[src/rtl/dynsize_pkg.sv]
package dynsize_pkg;

  typedef enum logic [1:0] {
    ST_IDLE = 2'd0,
    ST_ADDR = 2'd1,
    ST_DATA = 2'd2
  } seqState_e;

  // strobes from control to datapath
  typedef struct packed {
    logic load;    // capture a new request
    logic serve;   // a counted ready: retire served lanes
    logic finish;  // the counted ready ends the transfer
  } ctrlStb_t;

endpackage

[src/rtl/dynsize_ctrl.sv]
module dynsize_ctrl
  import dynsize_pkg::*;
#(
  parameter int DATA_W = 32,
  localparam int LANE_N = DATA_W / 8
) (
  input  logic              clk,
  input  logic              rstN,
  input  logic              reqValid,
  input  logic [LANE_N-1:0] reqByteEn,
  input  logic              busReady,
  input  logic              busBurstReady,
  input  logic              lastChunk,
  input  logic              burstLegal,
  output ctrlStb_t          stb,
  output logic              busStrobe,
  output logic              dataPhase,
  output logic              reqReady
);

  seqState_e stateQ, stateD;
  logic      readyAny;
  logic      burstGo;

  assign readyAny = busReady | busBurstReady;
  // normal ready wins over burst ready when both are present
  assign burstGo  = busBurstReady & ~busReady & burstLegal;

  always_comb begin
    stateD     = stateQ;
    stb        = '0;
    unique case (stateQ)
      ST_IDLE: begin
        if (reqValid && (|reqByteEn)) begin
          stb.load = 1'b1;
          stateD   = ST_ADDR;
        end
      end
      ST_ADDR: begin
        stateD = ST_DATA;
      end
      ST_DATA: begin
        if (readyAny) begin
          stb.serve = 1'b1;
          if (lastChunk) begin
            stb.finish = 1'b1;
            stateD     = ST_IDLE;
          end else if (burstGo) begin
            stateD = ST_DATA;
          end else begin
            stateD = ST_ADDR;
          end
        end
      end
      default: stateD = ST_IDLE;
    endcase
  end

  always_ff @(posedge clk or negedge rstN) begin
    if (!rstN) stateQ <= ST_IDLE;
    else       stateQ <= stateD;
  end

  assign busStrobe = (stateQ == ST_ADDR);
  assign dataPhase = (stateQ == ST_DATA);
  assign reqReady  = (stateQ == ST_IDLE);

endmodule

[src/rtl/dynsize_dpath.sv]
module dynsize_dpath
  import dynsize_pkg::*;
#(
  parameter int ADDR_W = 30,
  parameter int DATA_W = 32,
  localparam int LANE_N = DATA_W / 8,
  localparam int HALF_N = LANE_N / 2
) (
  input  logic              clk,
  input  logic              rstN,
  input  ctrlStb_t          stb,
  input  logic [ADDR_W-1:0] reqAddr,
  input  logic [LANE_N-1:0] reqByteEn,
  input  logic              reqWrite,
  input  logic              reqBurstOk,
  input  logic [DATA_W-1:0] reqWData,
  input  logic              busSize8,
  input  logic              busSize16,
  input  logic [DATA_W-1:0] busRData,
  output logic [ADDR_W-1:0] busAddr,
  output logic [LANE_N-1:0] busByteEn,
  output logic              busWrite,
  output logic [DATA_W-1:0] busWData,
  output logic              lastChunk,
  output logic              burstLegal,
  output logic              doneValid,
  output logic [DATA_W-1:0] doneRData
);

  logic [ADDR_W-1:0] addrQ;
  logic              writeQ;
  logic              burstOkQ;
  logic [DATA_W-1:0] wdataQ;
  logic [LANE_N-1:0] pendQ;
  logic [DATA_W-1:0] holdQ;
  logic              doneQ;

  logic [LANE_N-1:0] lowByte;
  logic [LANE_N-1:0] lowHalf;
  logic [LANE_N-1:0] served;
  logic              narrow;

  // lowest pending lane (8-bit device)
  always_comb begin
    lowByte = '0;
    for (int i = LANE_N - 1; i >= 0; i--) begin
      if (pendQ[i]) begin
        lowByte    = '0;
        lowByte[i] = 1'b1;
      end
    end
  end

  // lowest halfword holding a pending lane (16-bit device)
  always_comb begin
    lowHalf = '0;
    for (int h = HALF_N - 1; h >= 0; h--) begin
      if (|pendQ[2*h +: 2]) begin
        lowHalf         = '0;
        lowHalf[2*h +: 2] = pendQ[2*h +: 2];
      end
    end
  end

  always_comb begin
    if (busSize8)       served = lowByte;
    else if (busSize16) served = lowHalf;
    else                served = pendQ;
  end

  assign narrow     = busSize8 | busSize16;
  assign lastChunk  = ((pendQ & ~served) == '0);
  assign burstLegal = burstOkQ & (~writeQ | narrow);

  always_ff @(posedge clk or negedge rstN) begin
    if (!rstN) begin
      addrQ    <= '0;
      writeQ   <= 1'b0;
      burstOkQ <= 1'b0;
      wdataQ   <= '0;
      pendQ    <= '0;
    end else if (stb.load) begin
      addrQ    <= reqAddr;
      writeQ   <= reqWrite;
      burstOkQ <= reqBurstOk;
      wdataQ   <= reqWData;
      pendQ    <= reqByteEn;
    end else if (stb.serve) begin
      pendQ    <= pendQ & ~served;
    end
  end

  // per-lane read merge into the holding word
  generate
    for (genvar g = 0; g < LANE_N; g++) begin : gLane
      always_ff @(posedge clk or negedge rstN) begin
        if (!rstN) begin
          holdQ[8*g +: 8] <= '0;
        end else if (stb.load) begin
          holdQ[8*g +: 8] <= '0;
        end else if (stb.serve && served[g] && !writeQ) begin
          holdQ[8*g +: 8] <= busRData[8*g +: 8];
        end
      end
    end
  endgenerate

  always_ff @(posedge clk or negedge rstN) begin
    if (!rstN) doneQ <= 1'b0;
    else       doneQ <= stb.finish;
  end

  assign busAddr   = addrQ;
  assign busByteEn = pendQ;
  assign busWrite  = writeQ;
  assign busWData  = wdataQ;
  assign doneValid = doneQ;
  assign doneRData = holdQ;

endmodule

[src/rtl/dynsize_seq.sv]
module dynsize_seq
  import dynsize_pkg::*;
#(
  parameter int ADDR_W = 30,
  parameter int DATA_W = 32,
  localparam int LANE_N = DATA_W / 8
) (
  input  logic              clk,
  input  logic              rstN,
  input  logic              reqValid,
  input  logic [ADDR_W-1:0] reqAddr,
  input  logic [LANE_N-1:0] reqByteEn,
  input  logic              reqWrite,
  input  logic              reqBurstOk,
  input  logic [DATA_W-1:0] reqWData,
  output logic              reqReady,
  output logic              doneValid,
  output logic [DATA_W-1:0] doneRData,
  output logic              busStrobe,
  output logic [ADDR_W-1:0] busAddr,
  output logic [LANE_N-1:0] busByteEn,
  output logic              busWrite,
  output logic [DATA_W-1:0] busWData,
  output logic              busLast,
  input  logic              busReady,
  input  logic              busBurstReady,
  input  logic              busSize8,
  input  logic              busSize16,
  input  logic [DATA_W-1:0] busRData
);

  ctrlStb_t stb;
  logic     lastChunk;
  logic     burstLegal;
  logic     dataPhase;

  dynsize_ctrl #(.DATA_W(DATA_W)) uCtrl (
    .clk          (clk),
    .rstN         (rstN),
    .reqValid     (reqValid),
    .reqByteEn    (reqByteEn),
    .busReady     (busReady),
    .busBurstReady(busBurstReady),
    .lastChunk    (lastChunk),
    .burstLegal   (burstLegal),
    .stb          (stb),
    .busStrobe    (busStrobe),
    .dataPhase    (dataPhase),
    .reqReady     (reqReady)
  );

  dynsize_dpath #(.ADDR_W(ADDR_W), .DATA_W(DATA_W)) uDpath (
    .clk       (clk),
    .rstN      (rstN),
    .stb       (stb),
    .reqAddr   (reqAddr),
    .reqByteEn (reqByteEn),
    .reqWrite  (reqWrite),
    .reqBurstOk(reqBurstOk),
    .reqWData  (reqWData),
    .busSize8  (busSize8),
    .busSize16 (busSize16),
    .busRData  (busRData),
    .busAddr   (busAddr),
    .busByteEn (busByteEn),
    .busWrite  (busWrite),
    .busWData  (busWData),
    .lastChunk (lastChunk),
    .burstLegal(burstLegal),
    .doneValid (doneValid),
    .doneRData (doneRData)
  );

  assign busLast = dataPhase & lastChunk;

endmodule

[config.mk]
export PLATFORM = sky130hd
export DESIGN_NAME = dynsize_seq
export DESIGN_NICKNAME = d
export VERILOG_FILES = /design/src/rtl/dynsize_pkg.sv /design/src/rtl/dynsize_ctrl.sv /design/src/rtl/dynsize_dpath.sv /design/src/rtl/dynsize_seq.sv
export SDC_FILE = /design/constraint.sdc
export NUM_CORES = 1
export LEC_CHECK = 0
export ABC_AREA = 1
export BUFFER_PORTS_ARGS = -buffer_cell sky130_fd_sc_hd__buf_2
export CORE_MARGIN = 2
export CORE_UTILIZATION = 40
export CTS_CLUSTER_SIZE = 8
export DETAILED_ROUTE_END_ITERATION = 10
export PLACE_DENSITY = 0.69
export SYNTH_ARGS = -nofsm -noshare
export SYNTH_HDL_FRONTEND = slang
export SYNTH_SLANG_ARGS = --single-unit
[constraint.sdc]
create_clock -name clk -period 3.75 [get_ports clk]
set_input_delay 0.375 -clock clk [delete_from_list [all_inputs] [get_ports clk]]
set_output_delay 0.375 -clock clk [all_outputs]
set_load 0.02 [all_outputs]
==> impl_metrics.env <==
export IMPL_drv_cap=0
export IMPL_synth_main_ff_cell="sky130_fd_sc_hd__dfrtp_1"
export IMPL_timing_critical_path_to_type="register"
export IMPL_detail_route_antenna_nets=0
export IMPL_reg2reg_from="uCtrl.stateQ[1]"
export IMPL_cts_buffer_depth=2
export IMPL_min_period_over_period_pct=66.9
export IMPL_hold_path_class="in2reg"
export IMPL_worst_setup_path_type="reg2reg"
export IMPL_ys_async_sr_fraction_pct=100
export IMPL_worst_path_max_delay_cell="sky130_fd_sc_hd__inv_2"
export IMPL_post_synth_xor_area_fraction_pct=0
export IMPL_grt_setup_unrepaired="false"
export IMPL_routability_cong=0.817
export IMPL_cp_common_cell="sky130_fd_sc_hd__nand2_1"
export IMPL_dr_first_iter_drc_count=240
export IMPL_timing_critical_path_cells="nor2_1 -> nand3_4 -> inv_2 -> nand2_1 -> nand2_1"
export IMPL_cts_post_setup_buffers_inserted=0
export IMPL_detail_route_wl_per_cell_um=13.3
export IMPL_dpl_cell_count=802
export IMPL_antenna_cells_inserted=0
export IMPL_final_cell_count_no_fill=819
export IMPL_finalHoldViolations=0
export IMPL_critical_path_max_stage_delay_ns=0.98
export IMPL_synth_compound_area_share_pct=2.43
export IMPL_postLayoutCellArea_um2=5520
export IMPL_placementRows=37
export IMPL_setup_viol=0
export IMPL_worst_setup_path_start_kind="register"
export IMPL_synth_enable_flop_cells=0
export IMPL_synth_top_cell_area_share_pct=61.9
export IMPL_die_width_um=106
export IMPL_cts_tree="done"
export IMPL_timing_reg2reg_setup_slack_ns=1.24
export IMPL_post_synthesis_mux_area_share_pct=0
export IMPL_synth_adder_area_share_pct=0
export IMPL_timing_critical_path_required_ns=4.03
export IMPL_outcome="completed"
export IMPL_io_pin_count=210
export IMPL_drt_pass1_iter_count=5
export IMPL_core_area_um2=10200
export IMPL_hold_path_cell_count=3
export IMPL_main_combinational_cell_family_by_area_after_synthesis="simple AND/OR/NAND/NOR gates"
export IMPL_total_power_mw=4.48
export IMPL_worstHoldStart="reqAddr[25]"
export IMPL_worst_path_buf_inv=1
export IMPL_max_vdd_ir_drop_mv=0.363
export IMPL_filler_cell_count=967
export IMPL_grt_pass1_wl_mm=17.7
export IMPL_r2r_worst_path_cells=5
export IMPL_critical_path_reg2reg_endpoint="uDpath.busWData[9]"
export IMPL_die_area_um2=11200
export IMPL_inserted_clock_buffers=9
export IMPL_layout_area_overhead_vs_synth_pct=32.6
export IMPL_synthDominantAreaCellType="sky130_fd_sc_hd__dfrtp_1"
export IMPL_globalRouteOverflowTotal=0
export IMPL_post_synth_cell_area_avg_um2=8.76
export IMPL_synth_top_cells_by_area="sky130_fd_sc_hd__dfrtp_1 62%, sky130_fd_sc_hd__nand2_1 21%, sky130_fd_sc_hd__nand3_1 7.1%"
export IMPL_critical_path_top_delay_family="buffers and inverters"
export IMPL_synth_seq_area_share_pct=61.9
export IMPL_max_slew_margin_rel_pct=25.7
export IMPL_wl_mm=10.9
export IMPL_holdPathEnd="uDpath.busAddr[25]"
export IMPL_cts_htree_levels=3
export IMPL_post_route_min_period_ns=2.51
export IMPL_synth_nets=582
export IMPL_fmax_mhz=399
export IMPL_worst_hold_slack_ns=0.200
export IMPL_synthTopCellsByCount="236 x sky130_fd_sc_hd__nand2_1, 103 x sky130_fd_sc_hd__dfrtp_1, 59 x sky130_fd_sc_hd__nand3_1, 20 x sky130_fd_sc_hd__inv_1, 10 x sky130_fd_sc_hd__buf_2"
export IMPL_finalMaxSlewViolations=0
export IMPL_globalRouteTotalUtil_pct=19.7
export IMPL_clkSinkCount=103
export IMPL_count_of_synthesis_stage_warnings_from_yosys=0
export IMPL_cts_root_buf="sky130_fd_sc_hd__clkbuf_8"
export IMPL_port_buffers=209
export IMPL_vias_in_the_first_global_route=3727
export IMPL_worst_slew_pin_transition_ns=1.11
export IMPL_static_leakage_power_nw=3.33
export IMPL_number_of_instances_in_the_synthesized_netlist=475
export IMPL_power_per_cell_area_nw_per_um2=811
export IMPL_post_synth_and_or_nand_nor_area_fraction_pct=31.1
export IMPL_antenna_violations_before_repair=0
export IMPL_placement_cell_area_um2=5310
export IMPL_clk_latency_ns=0.36
export IMPL_finish_net_count=785
export IMPL_drive_gt1_share_pct=34.8
export IMPL_timing_setup_tns_ns=0
export IMPL_worst_path_max_fanout=68
export IMPL_detail_route_drc_violations=0
export IMPL_setup_skew_ns=0.0150
export IMPL_dr_total_vias=3896
export IMPL_logic_depth_of_the_worst_setup_path_including_buffers=5
export IMPL_synth_seq_cells=103
export IMPL_initial_utilization_pct=40.7
export IMPL_path_clk_slew_ns=0.11
export IMPL_vias_per_cell=4.76
export IMPL_die_h_um=106
export IMPL_synth_cell_type_count=24
export IMPL_largest_net_degree_at_the_start_of_global_routing=69
export IMPL_yosys_cell_count_top_type="sky130_fd_sc_hd__nand2_1"
export IMPL_mappedNetlistArea_um2=4160
export IMPL_dpl_hpwl_mm=7.74
export IMPL_crit_path_dat_ns=2.79
==> registers in the layout, summed over array words and instances, names as in the netlist <==
signal and count:
uDpath.doneRData 32, uDpath.busWrite 1, uDpath.busAddr 30, uDpath.burstOkQ 1, uDpath.busWData 32, uDpath.doneValid 1, uCtrl.stateQ 2, uDpath.busByteEn 4
==> worst min-delay path: cells and delay by family <==
kind / cells / cell delay (ns)
and+or+nand+nor: 2 / 0.09
buffers and inverters: 1 / 0.07
==> per-stage QoR <==
step / worst slack, ns / util (%)
floorplan: 1.97 / -
global placement: 1.33 / 51.9
detailed placement: 1.24 / 51.9
CTS: 1.21 / 54.0
global route: 0.889 / 54.0
finish: 1.24 / 54.0
==> cell usage in the layout, fill, tap and decap left out, drive strengths merged, types with 2 or more instances in the layout <==
cell type,instances
nand2,237
buf,212
dfrtp,103
nand3,61
inv,24
clkbuf,11
nor2,11
o21ai,9
a21oi,5
o221ai,2
clkinv,2
==> worst max-delay path by stage <==
stage / slack (ns) / from / endpoint
floorplan: 1.97 / uDpath.busByteEn[0] / busLast
global placement: 1.33 / uCtrl.stateQ[1] / uDpath.busByteEn[2]
detailed placement: 1.24 / uCtrl.stateQ[1] / uDpath.busByteEn[2]
CTS: 1.21 / uCtrl.stateQ[1] / uDpath.busByteEn[2]
global route: 0.89 / uCtrl.stateQ[1] / uDpath.busByteEn[2]
finish: 1.24 / uCtrl.stateQ[1] / uDpath.busWData[9]
==> layout make-up <==
type	count	area, um2	area share, %
flip-flops and latches	103	2580	46.7
multi-input cells	329	1400	25.4
repair buffers	213	1080	19.6
well taps	136	170	3.08
clock buffers	11	141	2.56
inverters	22	82.6	1.50
clock inverters	5	65.1	1.18
==> per-layer routing <==
metal / track usage, % / part of all wire, % / wire (um) / up-vias
met3: 4.78 / 8.6 / 936 / 12
met4: 6.30 / 1.0 / 109 / 0
met2: 32.0 / 49 / 5360 / 178
met5: 0 / 0 / 0 / -
li1: - / - / - / 1890
met1: 26.1 / 41 / 4500 / 1816
==> logic make-up (layout without fill, tap and decap cells) <==
logic type      after synthesis  after routing
compound gates               17             17
buf+inv                      43            251
flops                       103            103
simple gates                312            312
==> where the power goes <==
group,leakage [nW],switching (mW),internal [mW]
logic,1.90,1.34,0.606
clock network,0.105,0.384,0.335
registers,1.32,0.268,1.54
total,3.33,1.99,2.49
==> what timing repair did <==
action	in CTS	in global routing
hold buffers	1	0
endpoints found under the hold margin	34	0
resized for setup	0	0
(Power assumes the default switching activity.)
